[src/rtl/wic_pkg.sv]
package wic_pkg;
  localparam int CFG_EN_BIT = 3;

  localparam logic [2:0] TRIG_LVL_LO    = 3'b000;
  localparam logic [2:0] TRIG_EDGE_FALL = 3'b010;
  localparam logic [2:0] TRIG_LVL_HI    = 3'b100;
  localparam logic [2:0] TRIG_EDGE_RISE = 3'b110;
  localparam logic [2:0] TRIG_EDGE_DUAL = 3'b111;

  function automatic logic trig_valid(input logic [2:0] t);
    case (t)
      TRIG_LVL_LO, TRIG_EDGE_FALL, TRIG_LVL_HI,
      TRIG_EDGE_RISE, TRIG_EDGE_DUAL: trig_valid = 1'b1;
      default:                        trig_valid = 1'b0;
    endcase
  endfunction

  // low-polarity encodings are flipped before detection
  function automatic logic trig_inverts(input logic [2:0] t);
    trig_inverts = (t == TRIG_LVL_LO) || (t == TRIG_EDGE_FALL);
  endfunction

  function automatic logic trig_is_level(input logic [2:0] t);
    trig_is_level = (t == TRIG_LVL_LO) || (t == TRIG_LVL_HI);
  endfunction
endpackage

[src/rtl/wic_sync.sv]
module wic_sync #(
  parameter int WIDTH  = 8,
  parameter int STAGES = 2
) (
  input  logic             clk_i,
  input  logic             rst_ni,
  input  logic [WIDTH-1:0] d_i,
  output logic [WIDTH-1:0] q_o
);
  logic [STAGES-1:0][WIDTH-1:0] stage_q;

  always_ff @(posedge clk_i or negedge rst_ni) begin
    if (!rst_ni) stage_q <= '0;
    else         stage_q <= {stage_q[STAGES-2:0], d_i};
  end

  assign q_o = stage_q[STAGES-1];
endmodule

[src/rtl/wic_regs.sv]
module wic_regs
  import wic_pkg::*;
#(
  parameter int          NUM_PINS  = 8,
  parameter int          ADDR_W    = 13,
  parameter logic [31:0] CFG_BASE  = 32'h110,
  parameter logic [31:0] PEND_ADDR = 32'h010,
  parameter logic [31:0] VER_ADDR  = 32'h1000,
  parameter logic [31:0] VER_VAL   = 32'h30200
) (
  input  logic                      clk_i,
  input  logic                      rst_ni,
  input  logic                      req_i,
  input  logic                      we_i,
  input  logic [3:0]                be_i,
  input  logic [ADDR_W-1:0]         addr_i,
  input  logic [31:0]               wdata_i,
  output logic [31:0]               rdata_o,
  input  logic [NUM_PINS-1:0]       pend_i,
  output logic [NUM_PINS-1:0][2:0]  cfg_type_o,
  output logic [NUM_PINS-1:0]       cfg_en_o,
  output logic [NUM_PINS-1:0]       clr_o
);
  localparam int IDX_W = (NUM_PINS > 1) ? $clog2(NUM_PINS) : 1;
  localparam logic [ADDR_W-1:0] CFG_BASE_A = CFG_BASE[ADDR_W-1:0];
  localparam logic [ADDR_W-1:0] CFG_SPAN_A = ADDR_W'(4 * NUM_PINS);
  localparam logic [ADDR_W-1:0] PEND_A     = PEND_ADDR[ADDR_W-1:0];
  localparam logic [ADDR_W-1:0] VER_A      = VER_ADDR[ADDR_W-1:0];

  logic [31:0]       cfg_q [NUM_PINS];
  logic [ADDR_W-1:0] cfg_off;
  logic              cfg_hit;
  logic [IDX_W-1:0]  cfg_idx;
  logic              wr;

  assign wr      = req_i && we_i;
  assign cfg_off = addr_i - CFG_BASE_A;
  assign cfg_hit = (addr_i >= CFG_BASE_A) && (cfg_off < CFG_SPAN_A) && (cfg_off[1:0] == 2'b00);
  assign cfg_idx = cfg_off[IDX_W+1:2];

  for (genvar p = 0; p < NUM_PINS; p++) begin : g_cfg
    always_ff @(posedge clk_i or negedge rst_ni) begin
      if (!rst_ni) begin
        cfg_q[p] <= '0;
      end else if (wr && cfg_hit && (cfg_idx == IDX_W'(p))) begin
        for (int b = 0; b < 4; b++) begin
          if (be_i[b]) cfg_q[p][8*b +: 8] <= wdata_i[8*b +: 8];
        end
      end
    end
    assign cfg_type_o[p] = cfg_q[p][2:0];
    assign cfg_en_o[p]   = cfg_q[p][CFG_EN_BIT];
  end

  assign clr_o = (wr && (addr_i == PEND_A)) ? wdata_i[NUM_PINS-1:0] : '0;

  always_comb begin
    rdata_o = '0;
    if (cfg_hit)                rdata_o = cfg_q[cfg_idx];
    else if (addr_i == PEND_A)  rdata_o[NUM_PINS-1:0] = pend_i;
    else if (addr_i == VER_A)   rdata_o = VER_VAL;
  end
endmodule

[src/rtl/wic_pin_cond.sv]
module wic_pin_cond
  import wic_pkg::*;
(
  input  logic       clk_i,
  input  logic       rst_ni,
  input  logic       pin_i,
  input  logic [2:0] type_i,
  input  logic       en_i,
  input  logic       clr_i,
  output logic       irq_o,
  output logic       pend_o
);
  logic active, is_lvl, is_dual, cond, edge_p;
  logic prev_q, pend_q;

  assign active  = en_i && trig_valid(type_i);
  assign is_lvl  = trig_is_level(type_i);
  assign is_dual = (type_i == TRIG_EDGE_DUAL);
  assign cond    = pin_i ^ trig_inverts(type_i);
  assign edge_p  = active && !is_lvl && (is_dual ? (cond ^ prev_q) : (cond && !prev_q));

  // history always follows the conditioned level, so enabling never sees a stale edge
  always_ff @(posedge clk_i or negedge rst_ni) begin
    if (!rst_ni) begin
      prev_q <= 1'b0;
      pend_q <= 1'b0;
    end else begin
      prev_q <= cond;
      if (!active || is_lvl) pend_q <= 1'b0;
      else if (edge_p)       pend_q <= 1'b1;
      else if (clr_i)        pend_q <= 1'b0;
    end
  end

  assign irq_o  = active && (is_lvl ? cond : pend_q);
  assign pend_o = pend_q;
endmodule

[src/rtl/wake_irq_conditioner.sv]
module wake_irq_conditioner #(
  parameter int          NUM_PINS  = 8,
  parameter int          ADDR_W    = 13,
  parameter logic [31:0] CFG_BASE  = 32'h110,
  parameter logic [31:0] PEND_ADDR = 32'h010,
  parameter logic [31:0] VER_ADDR  = 32'h1000,
  parameter logic [31:0] VER_VAL   = 32'h30200
) (
  input  logic                clk_i,
  input  logic                rst_ni,
  input  logic [NUM_PINS-1:0] pin_i,
  output logic [NUM_PINS-1:0] irq_o,
  input  logic                req_i,
  input  logic                we_i,
  input  logic [3:0]          be_i,
  input  logic [ADDR_W-1:0]   addr_i,
  input  logic [31:0]         wdata_i,
  output logic [31:0]         rdata_o
);
  logic [NUM_PINS-1:0]      pin_sync;
  logic [NUM_PINS-1:0][2:0] cfg_type;
  logic [NUM_PINS-1:0]      cfg_en;
  logic [NUM_PINS-1:0]      clr;
  logic [NUM_PINS-1:0]      pend;

  wic_sync #(.WIDTH(NUM_PINS), .STAGES(2)) u_sync (
    .clk_i (clk_i),
    .rst_ni(rst_ni),
    .d_i   (pin_i),
    .q_o   (pin_sync)
  );

  wic_regs #(
    .NUM_PINS (NUM_PINS),
    .ADDR_W   (ADDR_W),
    .CFG_BASE (CFG_BASE),
    .PEND_ADDR(PEND_ADDR),
    .VER_ADDR (VER_ADDR),
    .VER_VAL  (VER_VAL)
  ) u_regs (
    .clk_i     (clk_i),
    .rst_ni    (rst_ni),
    .req_i     (req_i),
    .we_i      (we_i),
    .be_i      (be_i),
    .addr_i    (addr_i),
    .wdata_i   (wdata_i),
    .rdata_o   (rdata_o),
    .pend_i    (pend),
    .cfg_type_o(cfg_type),
    .cfg_en_o  (cfg_en),
    .clr_o     (clr)
  );

  for (genvar p = 0; p < NUM_PINS; p++) begin : g_pin
    wic_pin_cond u_cond (
      .clk_i (clk_i),
      .rst_ni(rst_ni),
      .pin_i (pin_sync[p]),
      .type_i(cfg_type[p]),
      .en_i  (cfg_en[p]),
      .clr_i (clr[p]),
      .irq_o (irq_o[p]),
      .pend_o(pend[p])
    );
  end
endmodule

[config.mk]
export PLATFORM = sky130hd
export DESIGN_NAME = wake_irq_conditioner
export DESIGN_NICKNAME = d
export VERILOG_FILES = /design/src/rtl/wic_pkg.sv /design/src/rtl/wic_sync.sv /design/src/rtl/wic_regs.sv /design/src/rtl/wic_pin_cond.sv /design/src/rtl/wake_irq_conditioner.sv
export SDC_FILE = /design/constraint.sdc
export NUM_CORES = 1
export LEC_CHECK = 0
export BUFFER_PORTS_ARGS = -buffer_cell sky130_fd_sc_hd__buf_4
export CORE_UTILIZATION = 40
export DETAILED_ROUTE_END_ITERATION = 10
export SLEW_MARGIN = 20
export SYNTH_ARGS = -nofsm -noshare
export SYNTH_HDL_FRONTEND = slang
export SYNTH_SLANG_ARGS = --single-unit
[constraint.sdc]
create_clock -name clk_i -period 4.32 [get_ports clk_i]
set_input_delay 0.864 -clock clk_i [delete_from_list [all_inputs] [get_ports clk_i]]
set_output_delay 0.864 -clock clk_i [all_outputs]
set_load 0.02 [all_outputs]
==> flow_metrics.env <==
export IMPL_cts_root_buf="clkbuf_16"
export IMPL_drt_iter0_markers=455
export IMPL_hpwl_um=21000
export IMPL_grt_overflow=0
export IMPL_tightest_slew_ns=1.01
export IMPL_final_cell_area_mm2=0.0160
export IMPL_vias=8289
export IMPL_worstSetupEndpointType="output port"
export IMPL_layout_commonest_cell="dfrtp_1"
export IMPL_holdWs_ns=0.347
export IMPL_max_freq_ghz=0.258
export IMPL_place_gp_congestion=0.819
export IMPL_timing_slew_headroom_pct=32.9
export IMPL_cts_buffers=31
export IMPL_powerDensity_mw_per_mm2=354
export IMPL_hold_class="reg2reg"
export IMPL_maxCapViolCount=0
export IMPL_die_h_um=187
export IMPL_wl_um=31900
export IMPL_yosysWarnings=0
export IMPL_cts_path_max_buffers=3
export IMPL_nets=1147
export IMPL_finalCriticalPeriod_ns=3.87
export IMPL_synth_edf_count=0
export IMPL_drt_drc_violations_left=0
export IMPL_drive_above_1_share_pct=44.9
export IMPL_htree_levels=1
export IMPL_most_common_layout_cells="288 x dfrtp_1, 244 x mux2_2, 117 x buf_4"
export IMPL_rows=67
export IMPL_ys_flop_type="dfrtp_1"
export IMPL_status="completed"
export IMPL_netlist_top_cells_area="dfrtp_1 53%, mux2_2 20%, mux4_2 11%"
export IMPL_grt_usage_pct=18.6
export IMPL_rsz0062_at_grt="false"
export IMPL_port_buffers=100
export IMPL_start_kind="input pin"
export IMPL_path_class="in2out"
export IMPL_grt_pass1_vias=8651
export IMPL_fin_util_pct=47.6
export IMPL_finalSetupTns_ns=0
export IMPL_postCtsSetupBuffers=0
export IMPL_avgRoutedWirePerCell_um=20.6
export IMPL_numClockSinks=288
export IMPL_area_growth_pct=17.1
export IMPL_worstPathRequired_ns=3.46
export IMPL_fin_crit_sh_pct=89.6
export IMPL_synth_largest_area_cell="dfrtp_1"
export IMPL_slew_violations=0
export IMPL_avgSynthCellArea_um2=14.0
export IMPL_antenna_found_initial=0
export IMPL_die_x_um=187
export IMPL_report_final_hold_viol_count=0
export IMPL_clk_pin_slew_ns=0.06
export IMPL_core_area_mm2=0.0336
export IMPL_clock_latency_ns=0.57
export IMPL_viasPerCell=5.36
export IMPL_synthArstFlopShare_pct=100
export IMPL_post_cts_resized=0
export IMPL_ioPinCount=101
export IMPL_leakage_uw=0.00767
export IMPL_setup_viol=0
export IMPL_synth_area_mm2=0.0137
export IMPL_peakVddDrop_uv=302
export IMPL_grt_pass1_wl_um=51000
export IMPL_cp_max_fo=17
export IMPL_seq_area_frac_synth_pct=52.7
export IMPL_fill_cells=2969
export IMPL_yosys_area_top_type_share_pct=52.7
export IMPL_grt_start_max_net_pins=107
export IMPL_synthesis_nets=1045
export IMPL_antenna_cells=0
export IMPL_clock_skew_ns=0.00789
export IMPL_ys_seq_elements=288
export IMPL_cts_tree="done"
export IMPL_synth_cell_types=38
export IMPL_synthCells=974
export IMPL_drtPass1Iterations=6
export IMPL_placed_cell_area_mm2=0.0150
export IMPL_postCtsHoldBufs=0
export IMPL_dieArea_mm2=0.0349
export IMPL_ant_nets=0
export IMPL_initial_core_util_pct=40.7
export IMPL_cp_arrival_ns=3.01
[through the flow]
stage	setup slack (ns)	power [µW]	cells
final	0.449	5670	1547
after global routing	0.288	5880	1547
after CTS	0.452	5740	1547
after detailed placement	0.466	3070	1491
after global placement	0.414	3070	1491
after floorplan	0.140	2880	974
[synthesized netlist by cell type, types with 6 or more instances]
cell      instances
nand2_1          68
nor4_4            9
mux2_2          244
buf_1            15
ha_1             10
nor2b_1          11
a21oi_1          47
nand4_1          10
a21boi_0          6
mux2i_1          19
buf_4             8
nor2_1           17
o21ai_0          19
dfrtp_1         288
clkbuf_1         20
nor3_1            9
or4_1            11
inv_1            28
xor2_1           16
buf_2             9
mux4_2           64
nand3_1          15
[report_power, final]
part           total, µW  internal [µW]  switching [µW]
Clock               2660           1580            1080
Combinational        292           97.0             195
Sequential          2720           2710            6.50
[sequential cells by signal, summed over array words and instances (netlist names)]
register	flops
g_pin.u_cond.pend_o	8
g_pin.u_cond.prev_q	8
u_regs.cfg_en_o	8
u_regs.cfg_q	224
u_regs.cfg_type_o	24
u_sync.q_o	8
u_sync.stage_q	8
[metal layers]
metal | track usage, % | vias to the layer above | wire length, µm
li1 | - | 3785 | -
met2 | 29.5 | 156 | 14900
met4 | 4.38 | 0 | 668
met5 | 0 | - | 0
met1 | 27.0 | 4302 | 14900
met3 | 2.87 | 46 | 1390
[final cells by class]
type                            instances  area [µm²]  area share (%)
Sequential cell                       288        7210            45.0
Clock buffer                           48         920            5.75
Clock inverter                          8         105           0.657
Multi-Input combinational cell        603        6120            38.3
Inverter                               30         113           0.704
Tap cell                              448         561            3.50
Timing Repair Buffer                  122         973            6.08
[path summary, 6_finish.rpt]
check | start | to | slack (ns) | depth (start not counted)
max | addr_i[4] | rdata_o[7] | 0.45 | 9
min reg2reg | u_sync.stage_q[5] | u_sync.q_o[5] | 0.35 | 0
max reg2reg | u_regs.cfg_type_o[8] | g_pin[2].u_cond.pend_o | 2.89 | 6
max in group asynchronous | rst_ni | u_regs.cfg_q[46] | 2.89 | 2
min | u_sync.stage_q[5] | u_sync.q_o[5] | 0.35 | 0
min in group asynchronous | rst_ni | u_sync.stage_q[2] | 0.38 | 1
[worst max-delay path, cell delays in order]
cell and delay [ns]:
buf_4 0.10, clkinv_1 0.08, ha_1 0.23, nor3_1 0.54
xnor2_1 0.22, nand2_1 0.10, buf_4 0.24, o21ai_0 0.41
buf_4 0.23
[cell families (layout without fill, tap and decap cells)]
family,Yosys count,after routing,synth area share [%]
multiplexers,331,331,32.4
flip-flops,288,288,52.7
AND/OR/NAND/NOR,171,171,7.42
buffers and inverters,83,208,2.64
AO/OA/AOI/OAI,74,74,2.84
XOR/XNOR,17,17,1.09
adder cells (fa/ha/maj),10,10,0.915
No activity file was read; power rests on OpenSTA's default activity.
